## config.mk

```make
export PLATFORM = sky130hd
export DESIGN_NAME = ldrep_queue
export DESIGN_NICKNAME = d
export VERILOG_FILES = /design/src/rtl/lvq_pkg.sv /design/src/rtl/lvq_secded_enc.sv /design/src/rtl/lvq_secded_dec.sv /design/src/rtl/lvq_ring.sv /design/src/rtl/ldrep_queue.sv
export SDC_FILE = /design/constraint.sdc
export NUM_CORES = 2
export LEC_CHECK = 0
export BUFFER_PORTS_ARGS = -buffer_cell sky130_fd_sc_hd__buf_2
export CAP_MARGIN = 20
export CORE_ASPECT_RATIO = 2
export CORE_MARGIN = 2
export CORE_UTILIZATION = 30
export DETAILED_ROUTE_END_ITERATION = 12
export GPL_TIMING_DRIVEN = 0
export PLACE_DENSITY = 0.45
export SLEW_MARGIN = 20
export SYNTH_ARGS = -nofsm -noshare
export SYNTH_HDL_FRONTEND = slang
export SYNTH_SLANG_ARGS = --single-unit
export TNS_END_PERCENT = 20
```

## constraint.sdc

```tcl
create_clock -name clk_i -period 10.6 [get_ports clk_i]
set_clock_uncertainty 0.1 [all_clocks]
set_input_delay 2.12 -clock clk_i [delete_from_list [all_inputs] [get_ports clk_i]]
set_output_delay 2.12 -clock clk_i [all_outputs]
set_load 0.05 [all_outputs]
```

## src/rtl/lvq_pkg.sv

```systemverilog
package lvq_pkg;

  typedef enum logic [1:0] {
    ECC_CLEAN = 2'd0,
    ECC_FIXED = 2'd1,
    ECC_BAD   = 2'd2
  } ecc_stat_e;

  // Hamming check bits needed for k payload bits
  function automatic int unsigned secded_r(int unsigned k);
    int unsigned r;
    r = 1;
    while ((1 << r) < (k + r + 1)) r++;
    return r;
  endfunction

endpackage

```

## src/rtl/lvq_secded_enc.sv

```systemverilog
module lvq_secded_enc
  import lvq_pkg::*;
#(
  parameter  int unsigned K = 96,
  localparam int unsigned R = secded_r(K),
  localparam int unsigned N = K + R + 1
) (
  input  logic [K-1:0] data_i,
  output logic [N-1:0] code_o
);

  logic [N-1:0] h;
  logic [R-1:0] chk;
  int j;

  // systematic layout: {overall, check, payload}
  always_comb begin
    h = '0;
    j = 0;
    for (int p = 1; p < N; p++) begin
      if ((p & (p - 1)) != 0) begin
        h[p] = data_i[j];
        j = j + 1;
      end
    end
    for (int i = 0; i < R; i++) begin
      chk[i] = 1'b0;
      for (int p = 1; p < N; p++) begin
        if (((p >> i) & 1) != 0) chk[i] = chk[i] ^ h[p];
      end
    end
    code_o = {^{chk, data_i}, chk, data_i};
  end

endmodule

```

## src/rtl/lvq_secded_dec.sv

```systemverilog
module lvq_secded_dec
  import lvq_pkg::*;
#(
  parameter  int unsigned K = 96,
  localparam int unsigned R = secded_r(K),
  localparam int unsigned N = K + R + 1
) (
  input  logic [N-1:0] code_i,
  output logic [K-1:0] data_o,
  output ecc_stat_e    stat_o
);

  logic [N-1:0] h;
  logic [R-1:0] syn;
  logic         ovp;
  int j;
  int k;

  always_comb begin
    h = '0;
    j = 0;
    k = 0;
    for (int p = 1; p < N; p++) begin
      if ((p & (p - 1)) != 0) begin
        h[p] = code_i[j];
        j = j + 1;
      end else begin
        h[p] = code_i[K + k];
        k = k + 1;
      end
    end
    for (int i = 0; i < R; i++) begin
      syn[i] = 1'b0;
      for (int p = 1; p < N; p++) begin
        if (((p >> i) & 1) != 0) syn[i] = syn[i] ^ h[p];
      end
    end
    ovp = ^code_i;
    // odd overall parity: single error at position syn (0 = overall bit)
    if (ovp) begin
      for (int p = 1; p < N; p++) begin
        if (p == int'(syn)) h[p] = ~h[p];
      end
    end
    if (!ovp && syn == '0) stat_o = ECC_CLEAN;
    else if (ovp)          stat_o = ECC_FIXED;
    else                   stat_o = ECC_BAD;
    data_o = '0;
    j = 0;
    for (int p = 1; p < N; p++) begin
      if ((p & (p - 1)) != 0) begin
        data_o[j] = h[p];
        j = j + 1;
      end
    end
  end

endmodule

```

## src/rtl/lvq_ring.sv

```systemverilog
module lvq_ring #(
  parameter  int unsigned DEPTH = 16,
  parameter  int unsigned W     = 104,
  localparam int unsigned PW    = (DEPTH > 1) ? $clog2(DEPTH) : 1,
  localparam int unsigned CNTW  = $clog2(DEPTH + 1)
) (
  input  logic            clk_i,
  input  logic            rst_ni,
  input  logic            push_i,
  input  logic [W-1:0]    wdata_i,
  input  logic            pop_i,
  output logic [W-1:0]    rdata_o,
  output logic            full_o,
  output logic            empty_o,
  output logic [CNTW-1:0] cnt_o
);

  logic [W-1:0]    mem_q [DEPTH];
  logic [PW-1:0]   wr_q, rd_q;
  logic [CNTW-1:0] cnt_q;

  function automatic logic [PW-1:0] nxt(logic [PW-1:0] ptr);
    return (ptr == PW'(DEPTH - 1)) ? '0 : ptr + 1'b1;
  endfunction

  always_ff @(posedge clk_i) begin
    if (push_i) mem_q[wr_q] <= wdata_i;
  end

  always_ff @(posedge clk_i or negedge rst_ni) begin
    if (!rst_ni) begin
      wr_q  <= '0;
      rd_q  <= '0;
      cnt_q <= '0;
    end else begin
      if (push_i) wr_q <= nxt(wr_q);
      if (pop_i)  rd_q <= nxt(rd_q);
      case ({push_i, pop_i})
        2'b10:   cnt_q <= cnt_q + 1'b1;
        2'b01:   cnt_q <= cnt_q - 1'b1;
        default: cnt_q <= cnt_q;
      endcase
    end
  end

  assign rdata_o = mem_q[rd_q];
  assign full_o  = (cnt_q == CNTW'(DEPTH));
  assign empty_o = (cnt_q == '0);
  assign cnt_o   = cnt_q;

endmodule

```

## src/rtl/ldrep_queue.sv

```systemverilog
module ldrep_queue
  import lvq_pkg::*;
#(
  parameter int unsigned AW    = 32,
  parameter int unsigned DW    = 64,
  parameter int unsigned DEPTH = 16
) (
  input  logic               clk_i,
  input  logic               rst_ni,
  input  logic               lead_vld_i,
  output logic               lead_rdy_o,
  input  logic [AW-1:0]      lead_addr_i,
  input  logic [DW-1:0]      lead_data_i,
  input  logic [AW+DW-1:0]   inj_mask_i,
  input  logic               trail_req_i,
  input  logic [AW-1:0]      trail_addr_i,
  output logic               trail_vld_o,
  output logic [DW-1:0]      trail_data_o,
  output logic               addr_fault_o,
  output logic               ecc_corr_o,
  output logic               ecc_uncorr_o,
  output logic               fault_sticky_o
);

  localparam int unsigned PLW  = AW + DW;
  localparam int unsigned R    = secded_r(PLW);
  localparam int unsigned CW   = PLW + R + 1;
  localparam int unsigned CNTW = $clog2(DEPTH + 1);

  logic [CW-1:0]   enc_w, store_w, head_w;
  logic [PLW-1:0]  dec_w;
  ecc_stat_e       stat_w;
  logic            full_w, empty_w, push_w, pop_w;
  logic [CNTW-1:0] cnt_w;
  logic            sticky_q;

  lvq_secded_enc #(.K(PLW)) i_enc (
    .data_i ({lead_addr_i, lead_data_i}),
    .code_o (enc_w)
  );

  // payload sits in the low bits of the systematic codeword
  assign store_w = enc_w ^ {{(R + 1){1'b0}}, inj_mask_i};

  assign push_w = lead_vld_i && !full_w;
  assign pop_w  = trail_req_i && !empty_w;

  lvq_ring #(.DEPTH(DEPTH), .W(CW)) i_ring (
    .clk_i   (clk_i),
    .rst_ni  (rst_ni),
    .push_i  (push_w),
    .wdata_i (store_w),
    .pop_i   (pop_w),
    .rdata_o (head_w),
    .full_o  (full_w),
    .empty_o (empty_w),
    .cnt_o   (cnt_w)
  );

  lvq_secded_dec #(.K(PLW)) i_dec (
    .code_i (head_w),
    .data_o (dec_w),
    .stat_o (stat_w)
  );

  assign lead_rdy_o   = !full_w;
  assign trail_vld_o  = pop_w;
  assign trail_data_o = dec_w[DW-1:0];
  // a double error leaves the address untrustworthy: no compare
  assign addr_fault_o = pop_w && (stat_w != ECC_BAD) && (dec_w[PLW-1:DW] != trail_addr_i);
  assign ecc_corr_o   = pop_w && (stat_w == ECC_FIXED);
  assign ecc_uncorr_o = pop_w && (stat_w == ECC_BAD);

  always_ff @(posedge clk_i or negedge rst_ni) begin
    if (!rst_ni) sticky_q <= 1'b0;
    else         sticky_q <= sticky_q | addr_fault_o | ecc_uncorr_o;
  end

  assign fault_sticky_o = sticky_q;

endmodule

```

# ---- Word-level counts from Yosys, hierarchy flattened
# Memory sizes are Yosys's and may differ from the RTL's.
# Index checks and enable logic that the tools add are counted.
dict set report word_totals {
  mem_bits_rw 1664
  wordCells 996
  reg_bits 14
  output_inout_bits 70
  n_memories 1
}
# name depth word_bits rd rd_clocked_by_memory_dff write_ports line
set mem_list {}
lappend mem_list {i_ring.mem_q 16 104 1 0 1 lvq_ring.sv:18} ;# logic [W-1:0] mem_q [DEPTH];
dict set report op_classes {
  n_mux 111
  addsub 4
  reduce_logical 15
  eq_ne 112
  bitwise_logic 749
}
# op count
set ops {}
lappend ops {{$xor A1 B1 Y1} 643}
lappend ops {{$eq A7 B7 Y1 const A} 64}
lappend ops {{$eq A6 B7 Y1 const A} 24}
lappend ops {{$mux W1} 105}
lappend ops {{$reduce_xor A104 Y1} 1}
lappend ops {{$xor A104 B96 Y104} 1}
lappend ops {{$mux W103} 1}
lappend ops {{$not A1 Y1} 103}
lappend ops {{$reduce_xor A103 Y1} 1}
lappend ops {{$eq A5 B7 Y1 const A} 8}
lappend ops {{$ne A32 B32 Y1} 1}
lappend ops {{$eq A4 B7 Y1 const A} 4}
lappend ops {{$eq A3 B7 Y1 const A} 2}
lappend ops {{$pmux W5 S2} 1}
lappend ops {{$add A4 B1 Y4 const B} 2}
lappend ops {{$eq A4 B4 Y1 const B} 2}
lappend ops {{$mux W4} 2}
lappend ops {{$eq A2 B7 Y1 const A} 1}
lappend ops {{$logic_and A1 B1 Y1} 7}
lappend ops {{$logic_not A7 Y1} 1}
lappend ops {{$add A5 B1 Y5 const B} 1}
lappend ops {{$eq A5 B5 Y1 const B} 1}
lappend ops {{$logic_not A5 Y1} 1}
lappend ops {{$sub A5 B1 Y5 const B} 1}
lappend ops {{other kinds (7)} 13}

# ---- Logic depth before layout (Yosys ltp)
# An unclocked memory read counts as a cell.
dict set report logic_depth {
  word_depth 60
  mapped_depth 27
  mapped_depth_nobuf 16
}

# ---- Cells and area by module
# A second synthesis with hierarchy kept.
dict set report hier_totals {
  cells_unflattened 3523
  hier_area_um2 71035.6
}
# mod area_each_um2 n_inst cells_each
set modules_own_cells {}
lappend modules_own_cells {lvq_ring 62886.6 1 2639}
lappend modules_own_cells {lvq_secded_dec 4201.5 1 452}
lappend modules_own_cells {lvq_secded_enc 2688.8 1 284}
lappend modules_own_cells {ldrep_queue 1258.7 1 148}

# ---- Worst setup path before layout
# No wires, ideal clock.
dict set report synth_timing {
  kind {input -> register}
  startpoint {input port lead_vld_i}
  endpoint {memory i_ring.mem_q[3][0] (enable)}
  path_buffers 1
  t_arrival_ns 9.665
  cell_stages 4
  slack_ns 0.141
  cell_sequence {and2_1 clkbuf_1 nand2_1 nor3_1}
}
dict set report synth_via {
  elab_chain_len 3
}
# element line
set synth_rtl {}
lappend synth_rtl {{start: declaration} ldrep_queue.sv:10} ;# input logic lead_vld_i,
lappend synth_rtl {{$logic_and A1 B1 Y1} ldrep_queue.sv:45} ;# assign push_w = lead_vld_i && !full_w;
lappend synth_rtl {{$mux W1} lvq_ring.sv:27} ;# if (push_i) mem_q[wr_q] <= wdata_i;
lappend synth_rtl {{$mux W1 (implied by the code)} lvq_ring.sv:27}
lappend synth_rtl {{end: declaration} lvq_ring.sv:18}
# Every way passes these cells.

# ---- Worst setup path in the final report
dict set report layout_timing {
  startpoint {register i_ring.rd_q[0]}
  endpoint {output port trail_data_o[0]}
}
dict set report layout_via {
  elab_chain_len 55
  word_cells_on_any_way 331
  classes_between {eq/ne: 1; mux: 2; bitwise: 326; reduce/logical: 1; memory: 1}
}
# element line
set layout_rtl {}
lappend layout_rtl {{start: declaration} lvq_ring.sv:19} ;# logic [PW-1:0] wr_q, rd_q;
lappend layout_rtl {{start signal: assignment} lvq_ring.sv:37} ;# if (pop_i) rd_q <= nxt(rd_q);
lappend layout_rtl {{$mem_v2 Z16 W104 *} n/a}
lappend layout_rtl {{$xor A1 B1 Y1 (51 in a row)} lvq_secded_dec.sv:35} ;# if (((p >> i) & 1) != 0) syn[i] = syn[i] ^ h[p];
lappend layout_rtl {{$eq A3 B7 Y1} lvq_secded_dec.sv:42} ;# if (p == int'(syn)) h[p] = ~h[p];
lappend layout_rtl {{$mux W1} lvq_secded_dec.sv:42}
lappend layout_rtl {{$mux W103 *} lvq_secded_dec.sv:40} ;# if (ovp) begin
lappend layout_rtl {{end: declaration} ldrep_queue.sv:18} ;# output logic [DW-1:0] trail_data_o,
# Mark *: on every way between the ends. The rest lies on a longest branch, timed or not.

==> run summary <==
======================================================================================================
CP Launch Type                                                                                register
Post-synth ARST share                                                                           0.834%
Critical Path Fanout Max                                                                            10
Placeable Area                                                                              254000 um2
Number of enable-type register cells in the synthesized netlist                                   1664
Number of design-rule violations left by the first detailed-router iteration                      6098
Die X-Extent                                                                                    361 um
Sequential element share of the synthesized area                                                 65.9%
Number of endpoints with negative hold slack in the final report                                     0
Final WL                                                                                     331000 um
Largest net degree at the start of global routing                                                   17
Signal arrival time at the worst endpoint                                                      8.52 ns
End of the worst register-to-register path                                                fault_sticky_o
Routed WL per cell                                                                             40.1 um
Last weighted congestion value of the routability-driven placer                                  0.944
Port-buffer cells                                                                                  297
Crit. End Element                                                                           output pin
Number of max-slew violations in the final report                                                    0
Number of nets in the layout                                                                      5068
CTS Buffer Depth                                                                                     4
Final design utilization                                                                         36.3%
Final WS setup                                                                               -0.143 ns
Number of design rule violations left after detail routing                                           0
Finish-stage setup viols                                                                             6
Global-route wire length before repair                                                       428000 um
Clock tree from TritonCTS                                                                         done
Max-cap viol count                                                                                   0
Setup repair after global routing missed its margin                                                yes
Critical path start-end classification                                                    register to output pin
Flop and latch count out of synthesis                                                             1678
Overall via count from detail_route                                                              44900
Number of global-route vias before repair                                                        43800
Dominant register cell in the synthesized netlist                                             edfxtp_1
Clock transition at the register clock pins on the worst setup and hold paths after CTS        0.07 ns
Yosys cell types                                                                                    83
Number of antenna violations at the first check in global routing                                   17
Clock Sinks                                                                                       1678
Worst min path class                                                                      register to register
Global-route track usage on met1                                                                 32.6%
Area of the mapped netlist                                                                   76400 um2
Failing checks                                                                            setup timing
Total Negative Setup Slacks                                                                  -0.524 ns
Data required time of the critical path                                                        8.38 ns
Length in cells of the worst reg-to-reg path                                                        22
Gate count of the mapped netlist                                                                  4145
Launch point of the worst reg-to-reg path                                                 i_ring.rd_q[0]
Internal reg-to-reg setup slack                                                                2.69 ns
Routing usage on met2                                                                            40.5%
Layout-stage area growth over the synthesis result                                               20.7%
CTS buffer count                                                                                   175
Highest-utilization routing layer at the global route stage                                       met2
Synthesized net count                                                                             4383
Layout cell share with drive strength beyond 1                                                   32.2%
Vias per std cell                                                                                 5.43
Die boundary height                                                                             717 um
Outcome                                                                                   complete, but fails checks
End point of the worst hold path                                                          fault_sticky_o
Worst-Margin Slew                                                                              1.24 ns
Clock latency reported for the late side of the worst-skew pair                                0.86 ns
Synthesis warning total                                                                              0
Post-detail-place hpwl                                                                       252000 um
Gr usage total                                                                                   25.2%
Ports                                                                                              298
TritonRoute pass-1 iters                                                                             5
Met3 routing resource usage after global routing                                                 4.91%
Source of the worst hold timing path                                                      fault_sticky_o
H-tree depth                                                                                         4
Total number of placement rows                                                                     262
Minimum period implied by the final worst setup slack                                         10.74 ns
Mean instance size in the synthesized netlist                                                 18.4 um2
Upper clock frequency limit                                                                   93.1 MHz
Clock root buffer                                                                            clkbuf_16
Global route total overflow                                                                          0
WHS Path Cells                                                                                       1
Final clock period utilization by the worst path                                                  101%
Antenna Violating Nets Remaining                                                                     0
Starting density of the core                                                                     30.1%
Remaining max-slew budget at the tightest pin                                                    17.0%
Die ar.                                                                                     259000 um2
======================================================================================================
logic make-up after synthesis:
family | Yosys count | share of synthesized area, %
DFF | 1678 | 65.9
AOI/OAI and AO/OA | 226 | 2.04
adders and majority gates | 10 | 0.174
xor gates and xnor gates | 867 | 10.5
muxes | 761 | 16.8
and+or+nand+nor | 399 | 2.45
buffers and inverters | 204 | 2.12
timing repair:
item	CTS	global route
gates resized for setup	114	27
buffers inserted	3	1
pin swaps	1	2
endpoints found under the setup margin	66	30
hold buffers	0	0
worst max-delay path: stages, from the launching register on:
cell and delay, ns:
dfrtp_1 0.39, buf_4 0.27, buf_6 0.30, buf_6 0.28, buf_6 0.36, buf_8 0.35
buf_6 0.36, buf_6 0.34, buf_6 0.35, buf_6 0.31, mux2i_1 0.50, xnor2_1 0.16
a21oi_2 0.33, xnor2_1 0.15, xnor2_1 0.27, xnor3_1 0.41, buf_2 0.22, nor2_1 0.33
nand2_1 0.42, nor3_4 0.66, xor2_1 0.48, buf_2 0.36
cells in the final DEF (no fill, tap or decap), drive strengths merged, types with 43 or more instances in the layout:
cell,netlist,routed
a21oi,43,43
buf,165,670
clkbuf,20,232
clkinv,0,71
edfxtp,1664,1664
mux2i,315,315
mux4,411,411
nand2,128,128
nor2,140,140
xnor2,520,520
xor2,320,320
synth_stat cells (all sizes together) (4+ instances only):
master,instances,area [um2]
edfxtp,1664,50000
xnor2,520,4580
mux4,411,9280
xor2,320,2810
mux2i,315,3190
buf,165,1470
nor2,140,526
nand2,128,480
a21oi,43,226
o21ai,38,190
mux2,35,394
a211oi,34,255
o22ai,33,206
xnor3,24,542
a22oi,22,165
nand2b,21,131
clkbuf,20,75.1
inv,19,71.3
nor2b,18,113
dfrtp,14,350
nor3,14,70.1
nand3,13,65.1
or2,13,81.3
and2,12,80.1
nor4,12,93.8
a221oi,9,97.6
ha,9,113
a21o,7,52.6
or3,6,42.5
nor4b,5,50.0
o211ai,5,37.5
or4,5,41.3
a2111oi,4,47.6
nand3b,4,30.0
nor3b,4,35.0
o311a,4,40.0
o311ai,4,35.0
flip-flops by register name (all words and copies together), names as in the netlist:
signal,cells
i_ring.wr_q,4
i_ring.mem_q,1664
i_ring.rd_q,4
i_ring.cnt_o,5
fault_sticky_o,1
area by class of cell:
| type | instances | area, um2 |
|---|---|---|
| Antenna cell | 5 | 12.5 |
| Buffer | 185 | 1700 |
| Clock buffer | 210 | 4600 |
| Clock inverter | 97 | 843 |
| Fill cell | 23800 | 162000 |
| Inverter | 19 | 77.6 |
| Multi-Input combinational cell | 2263 | 25700 |
| Sequential cell | 1678 | 50300 |
| Tap cell | 3300 | 4130 |
| Timing Repair Buffer | 508 | 4800 |
metal layers:
metal | part of all wire (%) | vias to the layer above
met5 | 0 | -
li1 | - | 17600
met2 | 47 | 2377
met1 | 40 | 24400
met4 | 5.4 | 0
met3 | 8.0 | 516
worst max path at each step:
stage,endpoint,from,cells past startpoint,slack (ns)
detailed placement,trail_data_o[26],i_ring.rd_q[3],20,-1.28
floorplan,i_ring.mem_q[3][0],lead_vld_i,4,0.14
finish,trail_data_o[0],i_ring.rd_q[0],21,-0.14
CTS,addr_fault_o,i_ring.rd_q[0],21,0.009
global route,addr_fault_o,i_ring.rd_q[1],24,-0.16
global placement,i_ring.mem_q[2][48],lead_vld_i,5,-13.86
through the flow:
step                area (um2)  hold slack, ns  std cells  setup WS [ns]
floorplan                76400           0.358       4145          0.141
global placement         82000           0.343       7742         -13.86
detailed placement       85800           0.353       7947          -1.28
CTS                      91700           0.363       8257        0.00879
global route             92200           0.389       8261         -0.162
finish                   92200           0.359       8265         -0.143
Power is left out: the tool's default activity adds up to more than one toggle a clock period on the data nets, which glitch-free logic cannot reach.
